$ cat config.mk
export PLATFORM = sky130hd
export DESIGN_NAME = bufptr_ctrl
export DESIGN_NICKNAME = d
export VERILOG_FILES = /design/src/rtl/bufptr_pkg.sv /design/src/rtl/bufptr_stage.sv /design/src/rtl/bufptr_count.sv /design/src/rtl/bufptr_dma_fsm.sv /design/src/rtl/bufptr_ctrl.sv
export SDC_FILE = /design/constraint.sdc
export NUM_CORES = 1
export LEC_CHECK = 0
export CAP_MARGIN = 20
export CORE_UTILIZATION = 40
export CTS_BUF_LIST = sky130_fd_sc_hd__clkbuf_4
export CTS_CLUSTER_SIZE = 24
export DETAILED_ROUTE_END_ITERATION = 10
export PLACE_DENSITY = 0.7
export SLEW_MARGIN = 25
export SYNTH_ARGS = -nofsm -noshare
export SYNTH_HDL_FRONTEND = slang
export SYNTH_HIERARCHICAL = 1
export SYNTH_SLANG_ARGS = --single-unit
$ cat constraint.sdc
create_clock -name clk -period 2.3 [get_ports clk]
set_input_delay 0.46 -clock clk [delete_from_list [all_inputs] [get_ports clk]]
set_output_delay 0.46 -clock clk [all_outputs]
set_load 0.005 [all_outputs]
$ cat src/rtl/bufptr_pkg.sv
package bufptr_pkg;
    typedef enum logic {
        DMA_IDLE  = 1'b0,
        DMA_ARMED = 1'b1
    } dma_state_e;

    localparam logic SEL_LO = 1'b0;
    localparam logic SEL_HI = 1'b1;
endpackage

$ cat src/rtl/bufptr_stage.sv
module bufptr_stage #(
    parameter int DATA_W = 8
) (
    input  logic              clk,
    input  logic              rst_n,
    input  logic              load,
    input  logic [DATA_W-1:0] din,
    output logic [DATA_W-1:0] q
);
    always_ff @(posedge clk) begin
        if (!rst_n)    q <= '0;
        else if (load) q <= din;
    end
endmodule

$ cat src/rtl/bufptr_count.sv
module bufptr_count #(
    parameter int ADDR_W = 11
) (
    input  logic              clk,
    input  logic              rst_n,
    input  logic              load,
    input  logic [ADDR_W-1:0] load_val,
    input  logic              step,
    input  logic              wide,
    output logic [ADDR_W-1:0] ptr
);
    logic [ADDR_W-1:0] stride;

    always_comb stride = wide ? ADDR_W'(2) : ADDR_W'(1);

    always_ff @(posedge clk) begin
        if (!rst_n)    ptr <= '0;
        else if (load) ptr <= load_val;
        else if (step) ptr <= ptr + stride;
    end
endmodule

$ cat src/rtl/bufptr_dma_fsm.sv
module bufptr_dma_fsm
    import bufptr_pkg::*;
(
    input  logic clk,
    input  logic rst_n,
    input  logic reload,
    input  logic enable,
    input  logic ack,
    output logic req
);
    dma_state_e state_q, state_d;

    always_comb begin
        state_d = state_q;
        unique case (state_q)
            DMA_IDLE: begin
                if (reload && enable) state_d = DMA_ARMED;
            end
            DMA_ARMED: begin
                if (reload)   state_d = enable ? DMA_ARMED : DMA_IDLE;
                else if (ack) state_d = DMA_IDLE;
            end
            default: state_d = DMA_IDLE;
        endcase
    end

    always_ff @(posedge clk) begin
        if (!rst_n) state_q <= DMA_IDLE;
        else        state_q <= state_d;
    end

    always_comb req = (state_q == DMA_ARMED);
endmodule

$ cat src/rtl/bufptr_ctrl.sv
module bufptr_ctrl
    import bufptr_pkg::*;
#(
    parameter int ADDR_W  = 11,
    parameter int DATA_W  = 8,
    parameter int DMA_BIT = 3
) (
    input  logic              clk,
    input  logic              rst_n,
    input  logic              wr_en,
    input  logic              rd_en,
    input  logic              sel,
    input  logic [DATA_W-1:0] wr_data,
    input  logic              mode16,
    input  logic              data_stb,
    input  logic              dma_ack,
    output logic [DATA_W-1:0] rd_data,
    output logic [ADDR_W-1:0] ram_addr,
    output logic              dma_req,
    output logic              swap
);
    localparam int HI_W = ADDR_W - DATA_W;

    logic              wr_hi, wr_lo;
    logic [DATA_W-1:0] stage_q;
    logic [ADDR_W-1:0] ptr_q;

    always_comb begin
        wr_hi = wr_en && (sel == SEL_HI);
        wr_lo = wr_en && (sel == SEL_LO);
    end

    bufptr_stage #(.DATA_W(DATA_W)) stage_i (
        .clk   (clk),
        .rst_n (rst_n),
        .load  (wr_hi),
        .din   (wr_data),
        .q     (stage_q)
    );

    bufptr_count #(.ADDR_W(ADDR_W)) count_i (
        .clk      (clk),
        .rst_n    (rst_n),
        .load     (wr_lo),
        .load_val ({stage_q[HI_W-1:0], wr_data}),
        .step     (data_stb),
        .wide     (mode16),
        .ptr      (ptr_q)
    );

    bufptr_dma_fsm dma_i (
        .clk    (clk),
        .rst_n  (rst_n),
        .reload (wr_lo),
        .enable (stage_q[DMA_BIT]),
        .ack    (dma_ack),
        .req    (dma_req)
    );

    always_comb begin
        ram_addr = ptr_q;
        swap     = 1'b0;
        if (mode16) begin
            ram_addr[0] = 1'b0;
            swap        = ptr_q[0];
        end
    end

    always_ff @(posedge clk) begin
        if (!rst_n)     rd_data <= '0;
        else if (rd_en) rd_data <= (sel == SEL_HI) ? stage_q : ptr_q[DATA_W-1:0];
    end
endmodule

==> results of run 1 <==
-- area by class of cell --
type,count,area [sq um],share of cell area [%]
Clock buffer,3,22.5,1.22
Clock inverter,1,3.75,0.203
Inverter,6,22.5,1.22
Multi-Input combinational cell,107,767,41.5
Sequential cell,28,561,30.4
Tap cell,46,57.6,3.12
Timing Repair Buffer,43,413,22.4
-- path summary, 6_finish.rpt --
kind	end	start	slack (ns)
setup / recovery	ram_addr[0]	mode16	0.16
hold / removal	rd_data[4]	rd_data[4]	0.54
setup reg to reg	count_i/ptr[4]	count_i/ptr[0]	0.40
hold reg to reg	rd_data[4]	rd_data[4]	0.54
-- state kept, by name (all words and copies together), names as in the netlist --
signal,flops
dma_i/req,1
rd_data,8
count_i/ptr,11
stage_i/q,8
-- worst max-delay path, cell delays in order --
cell and delay (ns):
clkdlybuf4s50_1 0.43, buf_4 0.15, nor2b_1 0.10, clkdlybuf4s50_1 0.54
-- metal layers --
metal  up-vias  share of wire, %
li1        602                 -
met1       568                44
met2        32                50
met3         4               4.4
met4         0              0.84
met5         -                 0
-- logic make-up (layout without fill, tap and decap cells) --
| family | count (synthesis) | after routing | share of synthesized area, % |
|---|---|---|---|
| buffers and inverters | 12 | 53 | 5.04 |
| adders and majority gates | 3 | 3 | 3.24 |
| xor gates and xnor gates | 7 | 7 | 4.41 |
| AOI/OAI and AO/OA | 39 | 39 | 15.9 |
| and+or+nand+nor | 40 | 40 | 18.2 |
| DFF | 28 | 28 | 40.3 |
| muxes | 18 | 18 | 12.9 |
-- metrics by stage --
stage / power [mW] / worst slack [ns] / cell area (sq um) / hold WS [ns] / TNS, ns
6_report: 0.937 / 0.157 / 1850 / 0.538 / 0
5_1_grt: 0.993 / 0.0774 / 1850 / 0.564 / 0
4_1_cts: 0.952 / 0.160 / 1840 / 0.540 / 0
3_5_place_dp: 0.740 / -0.188 / 1810 / 0.505 / -0.391
3_3_place_gp: 0.734 / -0.0799 / 1810 / 0.489 / -0.121
2_1_floorplan: 0.639 / 0.466 / 1390 / 0.477 / 0
-- power groups by stage --
| stage | clock network, mW | logic [mW] | registers (mW) |
|---|---|---|---|
| 2_1_floorplan | 0 | 0.0934 | 0.546 |
| 3_3_place_gp | 0 | 0.184 | 0.550 |
| 3_5_place_dp | 0 | 0.189 | 0.551 |
| 4_1_cts | 0.221 | 0.190 | 0.541 |
| 5_1_grt | 0.240 | 0.208 | 0.545 |
| 6_report | 0.206 | 0.189 | 0.541 |
-- cell usage in the layout, fill, tap and decap left out, drive strengths merged, types with 2 or more instances in the layout --
master and count:
a21oi 17, and2 2, buf 7, clkbuf 3
clkdlybuf4s50 36, dfxtp 28, ha 2, inv 6
mux2i 18, nand2 6, nand3 2, nor2 6
nor2b 10, nor3 2, nor3b 5, o21ai 15
o22ai 4, xnor2 6
-- timing repair --
item | in CTS | in global routing
setup buffers | 0 | 0
setup endpoints to repair | 0 | 1
resized for setup | 0 | 1
==> results.cfg, run 1 <==
[clocking]
clk_latency_ns = 0.32
clk_pin_slew_ns = 0.15
cts_hold_buf = 0
cts_tree = done
cts_num_sinks = 28
htreeDepth = 1
cts_made_buffers = 3
cts_max_path_buffers = 2
cts_root_buf = clkbuf_4

[global_routing]
grt_pass1_vias = 1107
grt_busiest_layer = met2
grt_pass1_wl_um = 5180
grtUsageMet1_pct = 25.6
grt_start_max_net_pins = 17
antenna_found_initial = 0
globalRouteOverflowTotal = 0
globalRouteMet3Util_pct = 3.84
met2_usage_pct = 29.8
grt.total_usage_pct = 18.9

[routing]
postRouteAntennaNets = 0
drcViolationCount = 0
wl_um = 3340
wire_per_inst_um = 14.3
drt-initial-drc-count = 49
num_vias = 1206
first_pass_iters = 4
vias_per_cell = 5.15

[power]
p_seq_share_pct = 57.8
ir_drop_v = 0.000215
p_sw_mw = 0.252
power.density_mw_per_mm2 = 507
clkPwrFrac_pct = 22.0
switching_share_pct = 26.9
combPwrFrac_pct = 20.2
leakage_nw = 0.661
p_int_mw = 0.685

[synth]
yosysTopAreaCell = dfxtp_1
synthTopCellsByCount = 28 x dfxtp_1, 18 x mux2i_1, 17 x a21oi_1, 13 x o21ai_0, 10 x nor2b_1
syn_inst = 147
synth_top_flop_cell = dfxtp_1
yosysWarningCount = 6
seq_area_frac_synth_pct = 40.3
synth_edf_count = 0
synth.avg_cell_area_sq_um = 9.46
ys_ff_latch = 28
synth.area.top_cells = dfxtp_1 40%, mux2i_1 13%, a21oi_1 6.1%
synth_top_area_share_pct = 40.3
synth-async-reset-ratio_pct = 0
netlist_area_sq_mm = 0.00139
synth_nets = 166
yosysMostFrequentCell = dfxtp_1
synth.distinct_cells = 32

[die]
die_h_um = 61.0
die_area_sq_mm = 0.00372
row_count = 21
start_util_pct = 41.7
io_pins = 37
core_sq_mm = 0.00334
die_w_um = 61.0

[timing]
finClkSkew_ns = 0.00406
setup_viol = 0
fin_crit_ns = 2.14
drv_slew = 0
max_freq_mhz = 467
rsz0062_at_grt = no
relSlewSlack_pct = 60.8
fin_crit_sh_pct = 93.2
worst_pin_slew_ns = 0.586
finalHoldViolCount = 0

[placement]
port_buffers = 36
dp_hpwl_um = 2540
place.gp.congestion = 0.824
place_inst = 230

[final_layout]
nNetsFinal = 208
areaGrowthSynthToFinish_pct = 32.7
antenna_cells = 0
drive_gt1_share_pct = 8.51
utilization_pct = 55.3
fill_cells = 331
finalNonFillerCells = 234

[run]
cap_violations = 0

[critical_path]
path_max_fanout = 3
worstSetupStartpointType = primary input
cp_data_arrival_time_ns = 1.68
end_kind = output pin
crit_required_ns = 1.84
rr_worst_depth = 6
path_class = in2out

[hold_path]
holdPathStages = 2
hp-class = reg2reg

[run_status]
run_status = complete, no violations
No activity file was read; power rests on OpenSTA's default activity.
==> inputs of run 2 (changes only) <==
==> constraint.sdc (replaced) <==
create_clock -name clk -period 2.05 [get_ports clk]
set_input_delay 0.41 -clock clk [delete_from_list [all_inputs] [get_ports clk]]
set_output_delay 0.41 -clock clk [all_outputs]
set_load 0.02 [all_outputs]
==> results.cfg, run 2 (synthesis results as in run 1) <==
[timing]
worst_pin_slew_ns = 0.528
fin_crit_ns = 1.95
drv_slew = 0
max_freq_mhz = 512
finalHoldViolCount = 0
fin_crit_sh_pct = 95.3
finClkSkew_ns = 0.00391
relSlewSlack_pct = 64.7
rsz0062_at_grt = no
fin_ws_ns = 0.0968
setup_viol = 0

[clocking]
clk_pin_slew_ns = 0.15
cts_max_path_buffers = 2
cts_made_buffers = 3
cts_tree = done
clk_latency_ns = 0.33
cts_hold_buf = 0
cts_num_sinks = 28
cts_root_buf = clkbuf_4
htreeDepth = 1

[critical_path]
path_class = in2reg
r2r-start = count_i/ptr[0]
worstPathCellList = clkdlybuf4s50_1 > inv_1 > ha_1 > inv_1 > fa_1 > nand2b_4 > or3_1 > a31oi_1
crit_family = buffers and inverters
path_max_fanout = 5
cp_num_buf_inv = 3
cpPeakStageDelay_ns = 0.42
path_common_cell = inv_1
crit_required_ns = 2.32
end_kind = flip-flop
worstSetupStartpointType = primary input
cp_data_arrival_time_ns = 2.22
startpoint = mode16
cpMaxStageDelayCell = clkdlybuf4s50_1

[final_layout]
antenna_cells = 0
final_cell_mix = 34 x clkdlybuf4s50_1, 28 x dfxtp_1, 18 x mux2i_1
top_register = count_i/ptr
nNetsFinal = 211
largest_register_ffs = 11
areaGrowthSynthToFinish_pct = 36.6
fin_area_sq_mm = 0.00190
final_common_cell = clkdlybuf4s50_1
reg.largest.list = count_i/ptr (11), rd_data (8), stage_i/q (8)
utilization_pct = 57.0
drive_gt1_share_pct = 11.0

[placement]
dp_hpwl_um = 2480
place_area_sq_mm = 0.00184
place_ws_ns = -0.381
place.gp.congestion = 0.816
port_buffers = 36

[global_routing]
grt.total_usage_pct = 19.6
globalRouteOverflowTotal = 0
antenna_found_initial = 0
grt_pass1_wl_um = 5350
grt_start_max_net_pins = 17
grt_pass1_vias = 1192

[run_status]
run_status = complete, no violations

[routing]
postRouteAntennaNets = 0
drt-initial-drc-count = 44
wl_um = 3330
first_pass_iters = 4
wire_per_inst_um = 14.0
drcViolationCount = 0
vias_per_cell = 5.08
num_vias = 1205

[die]
start_util_pct = 41.7
row_count = 21
core_sq_mm = 0.00334
die_h_um = 61.0
die_area_sq_mm = 0.00372
io_pins = 37
die_w_um = 61.0

[run]
cap_violations = 0

[hold_path]
min_from = rd_data[0]
hp-class = reg2reg

[power]
p_sw_mw = 0.318
clkPwrFrac_pct = 30.2
combPwrFrac_pct = 20.2
ir_drop_v = 0.000319
power.density_mw_per_mm2 = 641
leakage_nw = 0.706
switching_share_pct = 26.1
p_int_mw = 0.899
p_seq_share_pct = 49.6
==> run 2: cell types whose count changed in the layout (fill, tap and decap cells not counted) <==
| cell | before | now |
|---|---|---|
| bufinv_16 | 0 | 1 |
| buf_4 | 7 | 10 |
| nand2b_4 | 0 | 1 |
| clkdlybuf4s50_1 | 36 | 34 |
| dlygate4sd2_1 | 0 | 2 |
| clkinv_1 | 1 | 0 |
| nand2b_1 | 1 | 0 |
==> run 2: per-stage QoR <==
stage,hold WS [ns],TNS (ns),instances,power (mW)
after floorplan,0.477,0,147,0.743
after global placement,0.476,-1.05,233,0.854
after detailed placement,0.497,-1.40,233,0.861
after CTS,0.521,0,237,1.23
after global routing,0.555,0,237,1.27
final,0.514,0,237,1.22
==> run 2: timing repair <==
action	CTS	global route
gates resized for setup	3	2
pin swaps	0	1
buffers inserted	0	0
setup endpoints to repair	3	2
==> run 2: power groups by stage <==
stage	Sequential (mW)	Clock, mW	Combinational (mW)
global placement	0.615	0	0.240
CTS	0.604	0.378	0.245
finish	0.604	0.367	0.246
global route	0.608	0.397	0.268
floorplan	0.636	0	0.107
detailed placement	0.616	0	0.244
==> run 2: cell type report <==
class	count	area [sq um]
Clock buffer	3	22.5
Clock inverter	1	30.0
Fill cell	320	1440
Inverter	6	22.5
Multi-Input combinational cell	107	774
Sequential cell	28	561
Tap cell	46	57.6
Timing Repair Buffer	46	433
==> run 2: worst reg2reg max path: stages, from the launching register on <==
cell and delay [ns]:
dfxtp_1 0.43, ha_1 0.20, inv_1 0.05, fa_1 0.38, nand2b_4 0.18, or3_1 0.30
a31oi_1 0.18
==> run 2: final timing paths <==
check	to	slack [ns]	cells past startpoint
worst min register to register	rd_data[0]	0.51	2
worst min-delay path	rd_data[0]	0.51	2
worst max-delay path	count_i/ptr[4]	0.1	8
worst max register to register	count_i/ptr[4]	0.26	6
==> run 2: layer usage <==
layer,up-vias,GRT usage (%),part of all wire [%]
li1,610,-,-
met1,564,25.0,47
met2,29,33.9,50
met3,2,2.77,2.8
met4,0,6.82,0.45
met5,-,0,0
